`src/rtl/sb_pkg.sv`:
```
package sb_pkg;
  localparam int NUM_FU = 5;
  localparam int FU_W   = 3;
  localparam int OPC_W  = 3;

  localparam int FU_INT  = 0;
  localparam int FU_MUL0 = 1;
  localparam int FU_MUL1 = 2;
  localparam int FU_ADD  = 3;
  localparam int FU_DIV  = 4;

  typedef enum logic [1:0] {
    ST_IDLE     = 2'd0,
    ST_WAIT_OPS = 2'd1,
    ST_EXEC     = 2'd2,
    ST_WAIT_WB  = 2'd3
  } fu_state_e;

  // Units able to run a given operation code
  function automatic logic [NUM_FU-1:0] class_mask(input logic [OPC_W-1:0] opc);
    logic [NUM_FU-1:0] m;
    m = '0;
    case (opc)
      3'd0, 3'd1: m[FU_INT] = 1'b1;
      3'd2: begin
        m[FU_MUL0] = 1'b1;
        m[FU_MUL1] = 1'b1;
      end
      3'd3, 3'd4: m[FU_ADD] = 1'b1;
      default: m[FU_DIV] = 1'b1;
    endcase
    return m;
  endfunction
endpackage

```
`src/rtl/sb_fu_entry.sv`:
```
// Status record and step sequencer of one execution unit.
module sb_fu_entry
  import sb_pkg::*;
#(
  parameter int RW    = 5,
  parameter int OP_W  = OPC_W,
  parameter int TAG_W = FU_W
) (
  input  logic             clk,
  input  logic             rst_n,
  input  logic             alloc,
  input  logic [OP_W-1:0]  alloc_op,
  input  logic [RW-1:0]    alloc_fi,
  input  logic [RW-1:0]    alloc_fj,
  input  logic [RW-1:0]    alloc_fk,
  input  logic [TAG_W-1:0] alloc_qj,
  input  logic [TAG_W-1:0] alloc_qk,
  input  logic             alloc_rj,
  input  logic             alloc_rk,
  input  logic             ex_done,
  input  logic             wb_grant,
  input  logic             bc_valid,
  input  logic [TAG_W-1:0] bc_fu,
  output logic             busy,
  output logic             rd_go,
  output logic             wb_want,
  output logic [OP_W-1:0]  op,
  output logic [RW-1:0]    fi,
  output logic [RW-1:0]    fj,
  output logic [RW-1:0]    fk,
  output logic             rj,
  output logic             rk
);

  fu_state_e        st_q, st_d;
  logic             rj_q, rj_d, rk_q, rk_d;
  logic             load_en;
  logic [OP_W-1:0]  op_q;
  logic [RW-1:0]    fi_q, fj_q, fk_q;
  logic [TAG_W-1:0] qj_q, qk_q;

  // Next-state logic
  always_comb begin
    st_d    = st_q;
    rj_d    = rj_q;
    rk_d    = rk_q;
    load_en = 1'b0;
    case (st_q)
      ST_IDLE: begin
        if (alloc) begin
          st_d    = ST_WAIT_OPS;
          rj_d    = alloc_rj;
          rk_d    = alloc_rk;
          load_en = 1'b1;
        end
      end
      ST_WAIT_OPS: begin
        if (rj_q && rk_q) begin
          // operands taken this cycle; flags drop once read
          st_d = ST_EXEC;
          rj_d = 1'b0;
          rk_d = 1'b0;
        end else begin
          if (bc_valid && !rj_q && (bc_fu == qj_q)) rj_d = 1'b1;
          if (bc_valid && !rk_q && (bc_fu == qk_q)) rk_d = 1'b1;
        end
      end
      ST_EXEC: begin
        if (ex_done) st_d = ST_WAIT_WB;  // completion honoured only here
      end
      ST_WAIT_WB: begin
        if (wb_grant) st_d = ST_IDLE;
      end
      default: st_d = ST_IDLE;
    endcase
  end

  // State registers
  always_ff @(posedge clk or negedge rst_n) begin
    if (!rst_n) begin
      st_q <= ST_IDLE;
      rj_q <= 1'b0;
      rk_q <= 1'b0;
    end else begin
      st_q <= st_d;
      rj_q <= rj_d;
      rk_q <= rk_d;
    end
  end

  // Record fields, loaded under the allocation enable
  always_ff @(posedge clk or negedge rst_n) begin
    if (!rst_n) begin
      op_q <= '0;
      fi_q <= '0;
      fj_q <= '0;
      fk_q <= '0;
      qj_q <= '0;
      qk_q <= '0;
    end else if (load_en) begin
      op_q <= alloc_op;
      fi_q <= alloc_fi;
      fj_q <= alloc_fj;
      fk_q <= alloc_fk;
      qj_q <= alloc_qj;
      qk_q <= alloc_qk;
    end
  end

  assign busy    = (st_q != ST_IDLE);
  assign rd_go   = (st_q == ST_WAIT_OPS) && rj_q && rk_q;
  assign wb_want = (st_q == ST_WAIT_WB);
  assign op      = op_q;
  assign fi      = fi_q;
  assign fj      = fj_q;
  assign fk      = fk_q;
  assign rj      = rj_q;
  assign rk      = rk_q;

endmodule

```
`src/rtl/sb_issue_ctl.sv`:
```
// In-order issue: unit selection, structural and WAW checks.
module sb_issue_ctl
  import sb_pkg::*;
#(
  parameter int N     = NUM_FU,
  parameter int TAG_W = FU_W,
  parameter int OP_W  = OPC_W
) (
  input  logic             iss_valid,
  input  logic [OP_W-1:0]  iss_op,
  input  logic             dst_pend,
  input  logic [N-1:0]     fu_busy,
  output logic             iss_grant,
  output logic [TAG_W-1:0] iss_fu,
  output logic [N-1:0]     alloc
);

  logic [N-1:0] cand;
  logic         any_free;

  always_comb begin
    cand     = class_mask(iss_op) & ~fu_busy;
    any_free = |cand;
    iss_fu   = '0;
    // lowest free index of the class wins
    for (int i = N - 1; i >= 0; i--) begin
      if (cand[i]) iss_fu = TAG_W'(i);
    end
    // structural stall and WAW stall
    iss_grant = iss_valid && any_free && !dst_pend;
    alloc     = iss_grant ? (N'(1) << iss_fu) : '0;
  end

endmodule

```
`src/rtl/sb_wb_arb.sv`:
```
// Fixed-priority write-back arbiter, lowest index first.
module sb_wb_arb #(
  parameter int N     = 5,
  parameter int TAG_W = 3
) (
  input  logic [N-1:0]     req,
  output logic [N-1:0]     gnt,
  output logic             valid,
  output logic [TAG_W-1:0] idx
);

  logic [N:0] seen;
  assign seen[0] = 1'b0;

  for (genvar g = 0; g < N; g++) begin : g_pri
    assign gnt[g]    = req[g] & ~seen[g];
    assign seen[g+1] = seen[g] | req[g];
  end

  assign valid = seen[N];

  always_comb begin
    idx = '0;
    for (int i = 0; i < N; i++) begin
      if (gnt[i]) idx = TAG_W'(i);
    end
  end

endmodule

```
`src/rtl/sb_hazard_ctl.sv`:
```
// Centralized scoreboard: unit records, register result table, hazard checks.
module sb_hazard_ctl
  import sb_pkg::*;
#(
  parameter int NUM_REGS = 32,
  parameter int RW       = $clog2(NUM_REGS)
) (
  input  logic                     clk,
  input  logic                     rst_n,
  input  logic                     iss_valid,
  input  logic [OPC_W-1:0]         iss_op,
  input  logic [RW-1:0]            iss_dst,
  input  logic [RW-1:0]            iss_src1,
  input  logic [RW-1:0]            iss_src2,
  output logic                     iss_grant,
  output logic [FU_W-1:0]          iss_fu,
  output logic [NUM_FU-1:0]        rd_go,
  output logic [NUM_FU*OPC_W-1:0]  fu_op,
  input  logic [NUM_FU-1:0]        ex_done,
  output logic                     wb_valid,
  output logic [FU_W-1:0]          wb_fu,
  output logic [RW-1:0]            wb_dst
);

  logic [NUM_FU-1:0]             fu_busy, fu_alloc, fu_wb_want, fu_rj, fu_rk;
  logic [NUM_FU-1:0]             wb_req, wb_gnt;
  logic [NUM_FU-1:0][RW-1:0]     fu_fi, fu_fj, fu_fk;
  logic [NUM_FU-1:0][OPC_W-1:0]  fu_opc;

  logic [NUM_REGS-1:0]            res_pend, res_pend_d;
  logic [NUM_REGS-1:0][FU_W-1:0]  res_fu, res_fu_d;

  logic [FU_W-1:0] src1_tag, src2_tag;
  logic            src1_rdy, src2_rdy;

  // Source lookup: a producer writing back this very cycle counts as done
  assign src1_tag = res_fu[iss_src1];
  assign src2_tag = res_fu[iss_src2];
  assign src1_rdy = !res_pend[iss_src1] || (wb_valid && (wb_fu == src1_tag));
  assign src2_rdy = !res_pend[iss_src2] || (wb_valid && (wb_fu == src2_tag));

  sb_issue_ctl #(
    .N    (NUM_FU),
    .TAG_W(FU_W),
    .OP_W (OPC_W)
  ) u_issue (
    .iss_valid(iss_valid),
    .iss_op   (iss_op),
    .dst_pend (res_pend[iss_dst]),
    .fu_busy  (fu_busy),
    .iss_grant(iss_grant),
    .iss_fu   (iss_fu),
    .alloc    (fu_alloc)
  );

  for (genvar g = 0; g < NUM_FU; g++) begin : g_unit
    sb_fu_entry #(
      .RW   (RW),
      .OP_W (OPC_W),
      .TAG_W(FU_W)
    ) u_entry (
      .clk     (clk),
      .rst_n   (rst_n),
      .alloc   (fu_alloc[g]),
      .alloc_op(iss_op),
      .alloc_fi(iss_dst),
      .alloc_fj(iss_src1),
      .alloc_fk(iss_src2),
      .alloc_qj(src1_tag),
      .alloc_qk(src2_tag),
      .alloc_rj(src1_rdy),
      .alloc_rk(src2_rdy),
      .ex_done (ex_done[g]),
      .wb_grant(wb_gnt[g]),
      .bc_valid(wb_valid),
      .bc_fu   (wb_fu),
      .busy    (fu_busy[g]),
      .rd_go   (rd_go[g]),
      .wb_want (fu_wb_want[g]),
      .op      (fu_opc[g]),
      .fi      (fu_fi[g]),
      .fj      (fu_fj[g]),
      .fk      (fu_fk[g]),
      .rj      (fu_rj[g]),
      .rk      (fu_rk[g])
    );
    assign fu_op[g*OPC_W +: OPC_W] = fu_opc[g];
  end

  // WAR check: an unread source flag implies the reader is still waiting
  always_comb begin
    for (int u = 0; u < NUM_FU; u++) begin
      logic blk;
      blk = 1'b0;
      for (int v = 0; v < NUM_FU; v++) begin
        if (v != u) begin
          if ((fu_rj[v] && (fu_fj[v] == fu_fi[u])) ||
              (fu_rk[v] && (fu_fk[v] == fu_fi[u]))) begin
            blk = 1'b1;
          end
        end
      end
      wb_req[u] = fu_wb_want[u] && !blk;
    end
  end

  sb_wb_arb #(
    .N    (NUM_FU),
    .TAG_W(FU_W)
  ) u_arb (
    .req  (wb_req),
    .gnt  (wb_gnt),
    .valid(wb_valid),
    .idx  (wb_fu)
  );

  assign wb_dst = fu_fi[wb_fu];

  // Register result table: next state
  always_comb begin
    res_pend_d = res_pend;
    res_fu_d   = res_fu;
    if (wb_valid) res_pend_d[wb_dst] = 1'b0;
    if (iss_grant) begin
      res_pend_d[iss_dst] = 1'b1;
      res_fu_d[iss_dst]   = iss_fu;
    end
  end

  // Register result table: registers
  always_ff @(posedge clk or negedge rst_n) begin
    if (!rst_n) begin
      res_pend <= '0;
      res_fu   <= '0;
    end else begin
      res_pend <= res_pend_d;
      res_fu   <= res_fu_d;
    end
  end

endmodule

```
`config.mk`:
```
export PLATFORM = sky130hd
export DESIGN_NAME = sb_hazard_ctl
export DESIGN_NICKNAME = d
export VERILOG_FILES = /design/src/rtl/sb_pkg.sv /design/src/rtl/sb_fu_entry.sv /design/src/rtl/sb_issue_ctl.sv /design/src/rtl/sb_wb_arb.sv /design/src/rtl/sb_hazard_ctl.sv
export SDC_FILE = /design/constraint.sdc
export NUM_CORES = 1
export LEC_CHECK = 0
export BUFFER_PORTS_ARGS = -buffer_cell sky130_fd_sc_hd__buf_2
export CORE_MARGIN = 2
export CORE_UTILIZATION = 55
export CTS_CLUSTER_DIAMETER = 100
export CTS_CLUSTER_SIZE = 30
export DETAILED_ROUTE_END_ITERATION = 10
export PLACE_DENSITY = 0.69
export SYNTH_ARGS = -nofsm -noshare
export SYNTH_HDL_FRONTEND = slang
export SYNTH_SLANG_ARGS = --single-unit
```
`constraint.sdc`:
```
create_clock -name clk -period 8.5 [get_ports clk]
set_clock_uncertainty 0.1 [all_clocks]
set_input_delay 1.7 -clock clk [delete_from_list [all_inputs] [get_ports clk]]
set_output_delay 1.7 -clock clk [all_outputs]
set_load 0.05 [all_outputs]
```
==> summary.txt <==
Timing
  – Setup TNS: 0 ps
  – Worst-margin pin slew: 1120 ps
  – Slew HR: 25.4%
  – Final setup viols: 0
  – Final period util: 73.9%
  – Tmin final: 6280 ps
  – RSZ-0062 raised after global routing: no
  – Final Max Tran Viols: 0
  – Final hold slack: 377 ps
  – Final Hold Vio Count: 0
  – Max Freq: 0.159 GHz
  – Setup slack after layout: 2220 ps

Pwr
  – Worst VDD drop: 220 uV
  – PwrDens: 362 nW/um2
  – Total chip power: 6.42 mW
  – P_leak: 8.52 nW

Critical path
  – WP data required: 6700 ps
  – Crit Path Max Fanout: 17
  – Startpoint Class: flip-flop
  – Crit Path Category: flip-flop to primary output
  – Critical path data arrival time: 4480 ps
  – Setup crit end kind: primary output

Routing
  – Initial DRC count: 1114
  – Final WL: 47.1 mm
  – Drt wl/cell: 25.1 um
  – Residual DRC count: 0
  – DRT Pass-1 Iters: 5
  – Post-DR vias/cell: 6.52
  – Number of nets still failing antenna checks after routing: 0
  – Total number of vias: 12200

Floorplan
  – Core ar.: 30600 um2
  – Die H: 180 um
  – Die ar.: 32400 um2
  – Num ports: 59
  – Die width: 180 um
  – Starting Density: 55.7%
  – Rows: 64

Synthesis
  – Synth top area share: 39.3%
  – Dominant synthesized flop cell: dfrtp_1
  – Cells after Synth: 1541
  – Mapped Area: 17100 um2
  – Synth cell count leaders: dfrtp_1, mux2_2, xor2_1, nor2_1, nand2_1
  – Sequential-to-total area share from yosys stat: 39.3%
  – Post-synth EDFFs: 0
  – Largest area contributor in the synthesized netlist: dfrtp_1
  – Flop and latch count out of synthesis: 268
  – Mean post-synth cell area: 11.1 um2
  – Post-synth cell types: 78
  – Top-count cell post-synth: dfrtp_1
  – Fraction of registers with async set/reset: 100%
  – Syn_nets: 1592
  – Synth area leaders: dfrtp_1, mux2_2, mux4_2
  – Warnings from Yosys: 0

Global route
  – First-pass GRT wire length: 74.3 mm
  – Largest net degree at the start of global routing: 142
  – Remaining global-route overflow: 0
  – GRT Util Overall: 29.4%
  – Initial antenna violation count: 0
  – Vias in the first global route: 12500

Placed design
  – RePlAce Congestion: 0.967
  – Pre-CTS WS: 2850 ps
  – I/O Buffers: 58
  – Area after DPL: 17200 um2
  – Dpl hpwl: 32.6 mm
  – DP Cell Count: 1857

Clock tree
  – CTS sink cnt: 268
  – CTS root buf: clkbuf_16
  – Hold-fix buffers, CTS: 0
  – CTS H-tree lvls: 1
  – Number of post-CTS setup repair buffers: 0
  – Insertion delay to the later sink of the worst-skew pair: 520 ps
  – CTS tree: built
  – # resized after CTS: 0
  – Total CTS buffers: 14
  – CTS Buffer Depth: 3
  – Reg clk slew, reported paths: 110 ps

Status
  – Status: completed

Cells and area
  – Antenna cells: 0
  – Finished Core Util: 57.9%
  – Area of the multi-input gates: 9450 um2
  – Layout fillers: 2510
  – P&R area growth vs syn: 3.96%
  – Final net count: 1528
  – Share of layout cells above drive strength 1: 27.1%
  – FF/Latch Area: 6710 um2
  – Design area: 17700 um2
  – Non-Filler Instances: 1877

Worst hold path
  – HP Class: flip-flop to flip-flop

Run
  – Max cap viols: 0
area by class of cell:
class                           instances  share of cell area (%)
Clock buffer                           15                    2.12
Clock inverter                          5                   0.692
Inverter                               45                   0.953
Multi-Input combinational cell       1077                    53.3
Sequential cell                       268                    37.8
Tap cell                              396                    2.80
Timing Repair Buffer                   71                    2.32
power breakdown:
| group | switching, mW | total [mW] | internal, mW | leakage (nW) |
|---|---|---|---|---|
| Clock | 0.451 | 0.849 | 0.397 | 0.239 |
| Sequential | 0.629 | 2.19 | 1.56 | 3.63 |
| Combinational | 2.09 | 3.39 | 1.30 | 4.65 |
metal layers:
layer  vias to the layer above  global-route usage, %  wire length, um
li1                       5304                      -                -
met1                      6243                   39.7            19400
met2                       579                   48.0            22300
met3                       111                   5.17             3670
met4                         0                   10.5             1820
met5                         -                      0                0
registers in the layout, indices dropped and copies added (netlist names):
register and cells:
g_unit.u_entry.st_q 10, g_unit.u_entry.fj 25, g_unit.u_entry.qj_q 15, g_unit.u_entry.fk 25, res_fu 96, g_unit.u_entry.rk 5
g_unit.u_entry.rj 5, g_unit.u_entry.qk_q 15, res_pend 32, g_unit.u_entry.fi 25, g_unit.u_entry.op 15
kinds of logic after synthesis:
family | synth area share, %
simple gates | 11.4
mux | 25.0
flops | 39.3
xor+xnor | 10.9
buf+inv | 5.31
compound gates | 6.26
fa+ha+maj | 1.83
critical path, cell delays in order (launching register included):
cell     delay (ps)
dfrtp_1         760
xor2_1          130
nor4_1          390
nand3_1         160
o311a_1         170
and4b_1         270
or3_4           440
or2_1           490
inv_2           210
and2_1          220
nor2_4          100
inv_2           260
buf_2           350
worst paths after layout:
check	end	cells after the start	startpoint	slack [ps]
max in group asynchronous	res_fu[46]	2	rst_n	5870
worst min-delay path	g_unit[1].u_entry.op[1]	1	g_unit[1].u_entry.op[1]	380
worst max register to register	res_pend[21]	11	g_unit[0].u_entry.fi[4]	4160
worst min register to register	g_unit[1].u_entry.op[1]	1	g_unit[1].u_entry.op[1]	380
worst max-delay path	wb_dst[1]	12	g_unit[1].u_entry.fi[0]	2220
min in group asynchronous	g_unit[2].u_entry.fk[2]	1	rst_n	1140
placed cells by master (no fill, tap or decap), types with 6 or more instances in the layout:
master,count
o21ai_0,32
xnor2_1,54
a31oi_1,34
a21oi_1,12
o2111ai_1,6
a211oi_1,9
buf_2,57
nor4_1,37
clkbuf_16,15
nand2b_1,9
mux2i_1,12
nand2_1,100
nor3_1,11
and2_1,11
nor2_1,126
and3_1,14
xor2_1,158
mux2_2,190
nor2b_1,7
ha_1,25
buf_4,12
dfrtp_1,268
nand3_1,42
mux4_2,88
inv_1,40
nand4_1,7
Note: power is estimated with default switching activity, not from simulation.
